### src/rtl/row_trk_pkg.sv
package row_trk_pkg;

  typedef enum logic [1:0] {
    CK_NOP_A = 2'b00,
    CK_WRITE = 2'b01,
    CK_READ  = 2'b10,
    CK_NOP_B = 2'b11
  } col_kind_e;

  localparam int ERR_W    = 3;
  localparam int ERR_ACT  = 0;
  localparam int ERR_COL  = 1;
  localparam int ERR_XPRE = 2;

  // A column command leaves the device armed for an extended precharge
  // only when it moved data without byte masking.
  function automatic logic arms_xpre(input col_kind_e kind, input logic masked);
    return (kind == CK_READ) || ((kind == CK_WRITE) && !masked);
  endfunction

endpackage

### src/rtl/trk_cmd_check.sv
module trk_cmd_check
  import row_trk_pkg::*;
#(
  parameter int NUM_BANKS = 4,
  parameter int BANK_W    = 2
) (
  input  logic                 act_vld,
  input  logic [BANK_W-1:0]    act_bank,
  input  logic                 pre_vld,
  input  logic [BANK_W-1:0]    pre_bank,
  input  logic                 col_vld,
  input  logic [BANK_W-1:0]    col_bank,
  input  logic [1:0]           col_kind,
  input  logic                 col_autopre,
  input  logic                 col_masked,
  input  logic                 xpre_vld,
  input  logic [BANK_W-1:0]    xpre_bank,
  input  logic [NUM_BANKS-1:0] open_q,
  input  logic                 armed_q,
  output logic [NUM_BANKS-1:0] open_set,
  output logic [NUM_BANKS-1:0] close_set,
  output logic                 arm_upd,
  output logic                 arm_val,
  output logic [ERR_W-1:0]     err_now
);

  function automatic logic [NUM_BANKS-1:0] dec(input logic [BANK_W-1:0] b);
    logic [NUM_BANKS-1:0] v;
    v = '0;
    v[b] = 1'b1;
    return v;
  endfunction

  logic act_ok, col_ok, xpre_ok;

  // Legality is judged on the state held at the start of the cycle.
  always_comb begin
    act_ok  = act_vld  && !open_q[act_bank];
    col_ok  = col_vld  &&  open_q[col_bank];
    xpre_ok = xpre_vld &&  armed_q && open_q[xpre_bank];

    open_set  = act_ok ? dec(act_bank) : '0;
    close_set = (pre_vld ? dec(pre_bank) : '0)
              | ((col_ok && col_autopre) ? dec(col_bank) : '0)
              | (xpre_ok ? dec(xpre_bank) : '0);

    arm_upd = col_ok;
    arm_val = arms_xpre(col_kind_e'(col_kind), col_masked);

    err_now           = '0;
    err_now[ERR_ACT]  = act_vld && !act_ok;
    err_now[ERR_COL]  = col_vld && !col_ok;
    err_now[ERR_XPRE] = xpre_vld && !xpre_ok;
  end

endmodule

### src/rtl/trk_bank_slot.sv
module trk_bank_slot #(
  parameter int ROW_W = 12
) (
  input  logic             clk,
  input  logic             rst_n,
  input  logic             open_set,
  input  logic             close_set,
  input  logic [ROW_W-1:0] row_in,
  output logic             open_q,
  output logic [ROW_W-1:0] row_q
);

  logic load;
  assign load = open_set && !open_q;

  always_ff @(posedge clk or negedge rst_n) begin
    if (!rst_n) begin
      open_q <= 1'b0;
      row_q  <= '0;
    end else begin
      if (open_q) open_q <= !close_set;
      else        open_q <= open_set;
      if (load) row_q <= row_in;
    end
  end

  a_r2_open_loads_row: assert property (@(posedge clk) disable iff (!rst_n)
    load |=> (open_q && row_q == $past(row_in)));

  a_r3_row_kept_while_open: assert property (@(posedge clk) disable iff (!rst_n)
    open_q |=> row_q == $past(row_q));

  a_r4_close_takes_effect: assert property (@(posedge clk) disable iff (!rst_n)
    (open_q && close_set) |=> !open_q);

  a_r11_row_kept_without_load: assert property (@(posedge clk) disable iff (!rst_n)
    !open_set |=> row_q == $past(row_q));

endmodule

### src/rtl/trk_xpre_arm.sv
module trk_xpre_arm (
  input  logic clk,
  input  logic rst_n,
  input  logic upd,
  input  logic val,
  output logic armed_q
);

  always_ff @(posedge clk or negedge rst_n) begin
    if (!rst_n)   armed_q <= 1'b0;
    else if (upd) armed_q <= val;
  end

  a_r7_arm_changes_only_on_column: assert property (@(posedge clk) disable iff (!rst_n)
    !upd |=> armed_q == $past(armed_q));

endmodule

### src/rtl/row_state_tracker.sv
module row_state_tracker
  import row_trk_pkg::*;
#(
  parameter  int NUM_BANKS = 4,
  parameter  int ROW_W     = 12,
  localparam int BANK_W    = (NUM_BANKS > 1) ? $clog2(NUM_BANKS) : 1
) (
  input  logic                       clk,
  input  logic                       rst_n,
  input  logic                       act_vld,
  input  logic [BANK_W-1:0]          act_bank,
  input  logic [ROW_W-1:0]           act_row,
  input  logic                       pre_vld,
  input  logic [BANK_W-1:0]          pre_bank,
  input  logic                       col_vld,
  input  logic [BANK_W-1:0]          col_bank,
  input  logic [1:0]                 col_kind,
  input  logic                       col_autopre,
  input  logic                       col_masked,
  input  logic                       xpre_vld,
  input  logic [BANK_W-1:0]          xpre_bank,
  output logic [NUM_BANKS-1:0]       bank_open,
  output logic [NUM_BANKS*ROW_W-1:0] bank_row,
  output logic                       seq_err,
  output logic [ERR_W-1:0]           err_cause
);

  logic [NUM_BANKS-1:0] open_set, close_set;
  logic                 arm_upd, arm_val, armed_q;
  logic [ERR_W-1:0]     err_now, err_q;

  trk_cmd_check #(.NUM_BANKS(NUM_BANKS), .BANK_W(BANK_W)) u_check (
    .act_vld     (act_vld),
    .act_bank    (act_bank),
    .pre_vld     (pre_vld),
    .pre_bank    (pre_bank),
    .col_vld     (col_vld),
    .col_bank    (col_bank),
    .col_kind    (col_kind),
    .col_autopre (col_autopre),
    .col_masked  (col_masked),
    .xpre_vld    (xpre_vld),
    .xpre_bank   (xpre_bank),
    .open_q      (bank_open),
    .armed_q     (armed_q),
    .open_set    (open_set),
    .close_set   (close_set),
    .arm_upd     (arm_upd),
    .arm_val     (arm_val),
    .err_now     (err_now)
  );

  trk_xpre_arm u_arm (
    .clk     (clk),
    .rst_n   (rst_n),
    .upd     (arm_upd),
    .val     (arm_val),
    .armed_q (armed_q)
  );

  for (genvar b = 0; b < NUM_BANKS; b++) begin : g_bank
    trk_bank_slot #(.ROW_W(ROW_W)) u_slot (
      .clk       (clk),
      .rst_n     (rst_n),
      .open_set  (open_set[b]),
      .close_set (close_set[b]),
      .row_in    (act_row),
      .open_q    (bank_open[b]),
      .row_q     (bank_row[b*ROW_W +: ROW_W])
    );
  end

  always_ff @(posedge clk or negedge rst_n) begin
    if (!rst_n) err_q <= '0;
    else        err_q <= err_now;
  end

  assign err_cause = err_q;
  assign seq_err   = |err_q;

  a_r3_act_on_open_flags: assert property (@(posedge clk) disable iff (!rst_n)
    (act_vld && bank_open[act_bank]) |=> err_cause[ERR_ACT]);

  a_r6_col_on_closed_no_change: assert property (@(posedge clk) disable iff (!rst_n)
    (col_vld && !bank_open[col_bank] && !act_vld && !pre_vld && !xpre_vld)
      |=> (bank_open == $past(bank_open) && err_cause[ERR_COL]));

  a_r8_xpre_closes: assert property (@(posedge clk) disable iff (!rst_n)
    (xpre_vld && armed_q && bank_open[xpre_bank]) |=> !bank_open[$past(xpre_bank)]);

  a_r9_xpre_refused: assert property (@(posedge clk) disable iff (!rst_n)
    (xpre_vld && !armed_q) |=> err_cause[ERR_XPRE]);

  a_r10_quiet_cycle_no_err: assert property (@(posedge clk) disable iff (!rst_n)
    (!act_vld && !col_vld && !xpre_vld) |=> !seq_err);

endmodule

### config.mk
export PLATFORM = sky130hd
export DESIGN_NAME = row_state_tracker
export DESIGN_NICKNAME = d
export VERILOG_FILES = /design/src/rtl/row_trk_pkg.sv /design/src/rtl/trk_cmd_check.sv /design/src/rtl/trk_bank_slot.sv /design/src/rtl/trk_xpre_arm.sv /design/src/rtl/row_state_tracker.sv
export SDC_FILE = /design/constraint.sdc
export NUM_CORES = 1
export LEC_CHECK = 0
export ABC_AREA = 1
export BUFFER_PORTS_ARGS = -buffer_cell sky130_fd_sc_hd__buf_2
export CAP_MARGIN = 15
export CORE_UTILIZATION = 30
export DETAILED_ROUTE_END_ITERATION = 10
export PLACE_DENSITY = 0.54
export SLEW_MARGIN = 25
export SYNTH_ARGS = -nofsm -noshare
export SYNTH_HDL_FRONTEND = slang
export SYNTH_SLANG_ARGS = --single-unit
### constraint.sdc
create_clock -name clk -period 1.6 [get_ports clk]
set_input_delay 0.32 -clock clk [delete_from_list [all_inputs] [get_ports clk]]
set_output_delay 0.32 -clock clk [all_outputs]
set_load 0.02 [all_outputs]
### Yosys cells after proc, flatten, opt, wreduce, memory -nomap -nowiden

Index checks and enable logic that the tools add are counted.
Widths: inputs -> output; s select.

| cells by class | value |
|---|---|
| magnitude comparators | 8 |
| eq/ne operators | 2 |
| mux-type cells | 22 |
| bitwise operators | 2 |
| reduce and logical (&&, ||, !) cells | 32 |

Operator list:

| kind | count |
|---|---|
| $logic_and 1x1->1 | 17 |
| $mux 4 | 4 |
| $logic_not 1->1 | 13 |
| $lt 2x3->1 const B | 4 |
| $mux 1 | 11 |
| $demux 1 s2 | 4 |
| $ge 2x1->1 const B | 4 |
| $or 4x4->4 | 2 |
| $bmux 1 s2 | 3 |
| $reduce_or 3->1 | 1 |
| $eq 2x1->1 const B | 1 |
| $eq 2x2->1 const B | 1 |
| $logic_or 1x1->1 | 1 |

| word-level totals | value |
|---|---|
| flip-flop bits (word level) | 56 |
| bits of input ports | 30 |
| output and inout port bits | 56 |
| word-level logic and storage cells | 76 |

### Depth between registers and ports, before layout

| depth | value |
|---|---|
| depth after elaboration | 9 |
| gate-level depth with buffers | 10 |
| depth with buffers taken out | 8 |

### By module

A second synthesis with hierarchy kept.

| unflattened totals | value |
|---|---|
| cells, all modules | 311 |
| area total of the unflattened synthesis | 2552.4 µm² |

By module, submodules not included:

| module | times used | cells an instance | area an instance (µm²) | seq. area each (µm²) |
|---|---|---|---|---|
| trk_bank_slot | 4 | 55 | 514.2 | 325.3 |
| trk_cmd_check | 1 | 80 | 369.1 | 0.0 |
| row_state_tracker | 1 | 6 | 86.3 | 75.1 |
| trk_xpre_arm | 1 | 5 | 40.0 | 25.0 |

### Worst setup path after synthesis

OpenSTA, ideal clock, no wires.

| timing path | value |
|---|---|
| kind | in2reg |
| from | in act_bank[0] |
| to | reg g_bank[3].u_slot.row_q[10] |
| library setup time | 117 ps |
| arrival time | 1245 ps |
| data required time | 1483 ps |
| setup slack | 238 ps |
| stages | 10 |
| path buffers | 2 |
| cells stage by stage | buf_4 > nand2_1 > inv_2 > nand2_1 > nand3_2 > nor2_4 > nand3_2 > buf_6 > nand2_1 > nand2_1 |

| on the way | value |
|---|---|
| cells in the longest elaborated chain, start to end | 6 |
| elaborated cells on any way between the ends | 11 |
| classes of those cells | order compare: 2; mux: 5; reduce/logical: 4 |

Ends and longest elaborated chain:

| what | RTL line | RTL |
|---|---|---|
| start, declared | row_state_tracker.sv:11 | `input logic [BANK_W-1:0] act_bank,` |
| $lt 2x3->1 (implied by the code) (tied with other cells) | trk_cmd_check.sv:30 | `v[b] = 1'b1;` |
| $logic_and 1x1->1 (implied by the code) or $mux 1 (tied branches) | trk_cmd_check.sv:30, trk_cmd_check.sv:38 |  |
| $mux 1 (implied by the code) or $logic_not 1->1 (tied branches) | trk_cmd_check.sv:30, trk_cmd_check.sv:38 |  |
| $demux 1 s2 or $logic_and 1x1->1 (tied branches) | n/a |  |
| $mux 4 (*) | trk_cmd_check.sv:42 | `open_set = act_ok ? dec(act_bank) : '0;` |
| $logic_and 1x1->1 (*) | trk_bank_slot.sv:14 | `assign load = open_set && !open_q;` |
| end signal, assigned | trk_bank_slot.sv:23 | `if (load) row_q <= row_in;` |
| end, declared | trk_bank_slot.sv:10 | `output logic [ROW_W-1:0] row_q` |

Every way passes the cells marked *; elsewhere a longest branch is shown, timed or not. The select of a mux whose other input is x is not followed.
A chain may end at the register's enable or synchronous reset.

### Worst setup path in the final report

| timing path | value |
|---|---|
| from | reg err_q[2] (netlist: err_cause[2]) |
| to | out seq_err |

| on the way | value |
|---|---|
| cells in the longest elaborated chain, start to end | 1 |

Ends and longest elaborated chain:

| what | RTL line | RTL |
|---|---|---|
| start, declared | row_state_tracker.sv:30 | `logic [ERR_W-1:0] err_now, err_q;` |
| start signal, assigned | row_state_tracker.sv:75 | `else err_q <= err_now;` |
| $reduce_or 3->1 | row_state_tracker.sv:79 | `assign seq_err = \|err_q;` |
| end, declared | row_state_tracker.sv:24 | `output logic seq_err,` |

Every way passes these cells.

==> impl_metrics.env <==
export IMPL_ios=86
export IMPL_final_min_clock_period_ns=1.54
export IMPL_die_w_um=93.5
export IMPL_grt_util_all_layers_pct=15.5
export IMPL_cts_root_buffer="clkbuf_8"
export IMPL_grt_overflow=0
export IMPL_routedWlPerCell_um=13.3
export IMPL_synth_cells=295
export IMPL_synth_top_area_share_pct=55.8
export IMPL_avgSynthCellArea_sq_um=8.51
export IMPL_max_stage_delay_ns=0.39
export IMPL_synth_distinct_cells=19
export IMPL_crit_fanout=2
export IMPL_grt_most_used_layer="met2"
export IMPL_post_dp_hpwl_um=4720
export IMPL_cp_top_family="flip-flops"
export IMPL_first_pass_iters=4
export IMPL_met1_usage_pct=20.9
export IMPL_worst_pin_slew_ns=0.337
export IMPL_arrival_ns=1.22
export IMPL_start_util_pct=31.7
export IMPL_path_cells="or3_4 > buf_6"
export IMPL_required_ns=1.28
export IMPL_internal_power_mw=2.91
export IMPL_antennaDiodeCount=0
export IMPL_power_density_mw_per_mm2=1540
export IMPL_vdd_drop_max_v=0.000791
export IMPL_maxCapViolCount=0
export IMPL_cts_tree="built"
export IMPL_netlist_top_cells_area="dfrtp_1, nand2_1, nand4_1"
export IMPL_grt_pass1_vias=2121
export IMPL_fin_cells=479
export IMPL_fin_crit_sh_pct=96.3
export IMPL_design_area_sq_mm=0.00315
export IMPL_finClkSkew_ns=0.0107
export IMPL_slew_violations=0
export IMPL_final_core_util_pct=39.7
export IMPL_hold_viol=12
export IMPL_synth_net_count=325
export IMPL_yosysWarnings=0
export IMPL_critPathSlowestCell="dfrtp_1"
export IMPL_remaining_drc_errors=0
export IMPL_final_setup_worst_slack_ns=0.0594
export IMPL_ant_nets=0
export IMPL_post_cts_buffers=0
export IMPL_combPwrFrac_pct=36.7
export IMPL_cp_start_kind="flop"
export IMPL_gp_congestion=0.860
export IMPL_core_sq_mm=0.00793
export IMPL_status="finished with violations"
export IMPL_routed_wl_um=6390
export IMPL_end_kind="output pin"
export IMPL_whs_ns=-0.0130
export IMPL_synth_seq_cells=56
export IMPL_vias=2199
export IMPL_leakage_nw=1.78
export IMPL_cts_made_buffers=5
export IMPL_clock_power_share_pct=19.8
export IMPL_grt_max_degree=57
export IMPL_dominantRegCellSynth="dfrtp_1"
export IMPL_async_reset_ff_share_pct=100
export IMPL_hp_class="input port to asynchronous set/reset pin"
export IMPL_placedCellCount=471
export IMPL_p_switching_mw=1.92
export IMPL_grt_pass1_wl_um=10500
export IMPL_path_class="flop to output pin"
export IMPL_clock_latency_ns=0.31
export IMPL_drive_gt1_share_pct=28.4
export IMPL_yosysSeqAreaShare_pct=55.8
export IMPL_setup_viol=0
export IMPL_viasPerCell=4.59
export IMPL_syn_area_sq_mm=0.00251
export IMPL_synth_edff_count=0
export IMPL_clock_fmax_ghz=0.649
export IMPL_power_mw=4.84
export IMPL_rsz0062_at_grt="false"
export IMPL_ctsResizeCount=0
export IMPL_layout_common_cells="nand2_1, buf_2, dfrtp_1, nand4_1"
export IMPL_holdBufCountCts=0
export IMPL_rows=32
export IMPL_gr_usage_met2_pct=25.0
export IMPL_use_met3_pct=4.07
export IMPL_sw_frac_of_total_pct=39.8
export IMPL_violations="negative hold slack"
export IMPL_antenna_found_initial=0
export IMPL_synth_largest_area_cell="dfrtp_1"
export IMPL_die_y_um=93.5
export IMPL_cts_path_max_buffers=2
export IMPL_htree_levels=2
export IMPL_path_buf_inv=1
export IMPL_dp_slack_ns=0.106
export IMPL_seqPwrFrac_pct=43.6
export IMPL_relSlewSlack_pct=77.4
export IMPL_nets=406
export IMPL_cts_sinks=56
export IMPL_drtIter0Drc=121
export IMPL_syn_to_final_growth_pct=25.4
export IMPL_die_area_sq_mm=0.00874
export IMPL_finalSetupTns_ns=0
export IMPL_post_dp_cell_area_sq_mm=0.00302
export IMPL_port_buffers=85
export IMPL_cts_clk_slew_worst_paths_ns=0.10
export IMPL_layout_commonest_cell="nand2_1"
## cells by family after synthesis
| kind of cell | after synthesis | synth area share, % |
|---|---|---|
| simple gates | 157 | 28.3 |
| flops | 56 | 55.8 |
| buf+inv | 49 | 9.12 |
| compound gates | 33 | 6.78 |
## state kept, by name (all words and copies together), names as in the netlist
signal,flops
u_arm.armed_q,1
g_bank.u_slot.open_q,4
err_cause,3
g_bank.u_slot.row_q,48
## cell type report
type                       count  area, sq um
timing repair buffer          93          504
multi-input combinational    190          885
sequential                    56         1400
inverter                      30          113
clock inverter                 3         47.5
fill                         862         4780
tap                          102          128
clock buffer                   5         68.8
## power groups by stage
stage | sequential, mW | combinational, mW | clock (mW)
finish | 2.11 | 1.77 | 0.956
global route | 2.17 | 1.96 | 1.04
CTS | 2.12 | 1.79 | 0.977
detailed placement | 2.14 | 1.79 | 0
global placement | 2.14 | 1.77 | 0
floorplan | 2.61 | 0.649 | 0
## worst paths after layout
kind | from | end | slack [ns] | cells past startpoint
worst max-delay path | err_cause[2] | seq_err | 0.06 | 2
worst min-delay path | rst_n | g_bank[3].u_slot.row_q[9] | -0.01 | 2
worst max register to register | g_bank[1].u_slot.open_q | g_bank[2].u_slot.row_q[11] | 0.19 | 6
worst min register to register | g_bank[3].u_slot.row_q[1] | g_bank[3].u_slot.row_q[1] | 0.47 | 2
max in group asynchronous | rst_n | g_bank[0].u_slot.row_q[11] | 1.35 | 2
min in group clk | xpre_vld | err_cause[2] | 0.26 | 2
## cell usage after synthesis, types with 2 or more instances
library cell  count
clkbuf_1          7
dfrtp_1          56
nand2_1          99
a31oi_1           2
nand3_1          12
buf_6             2
buf_2             3
nand4_1          30
nor2_1           10
o21ai_0          29
buf_4             7
inv_1            29
nand3_2           3
## per-layer routing
layer | vias to the layer above | wire (um)
li1 | 1113 | -
met1 | 1024 | 3020
met2 | 57 | 2920
met3 | 5 | 385
met4 | 0 | 57
met5 | - | 0
Note: power is estimated with default switching activity, not from simulation.
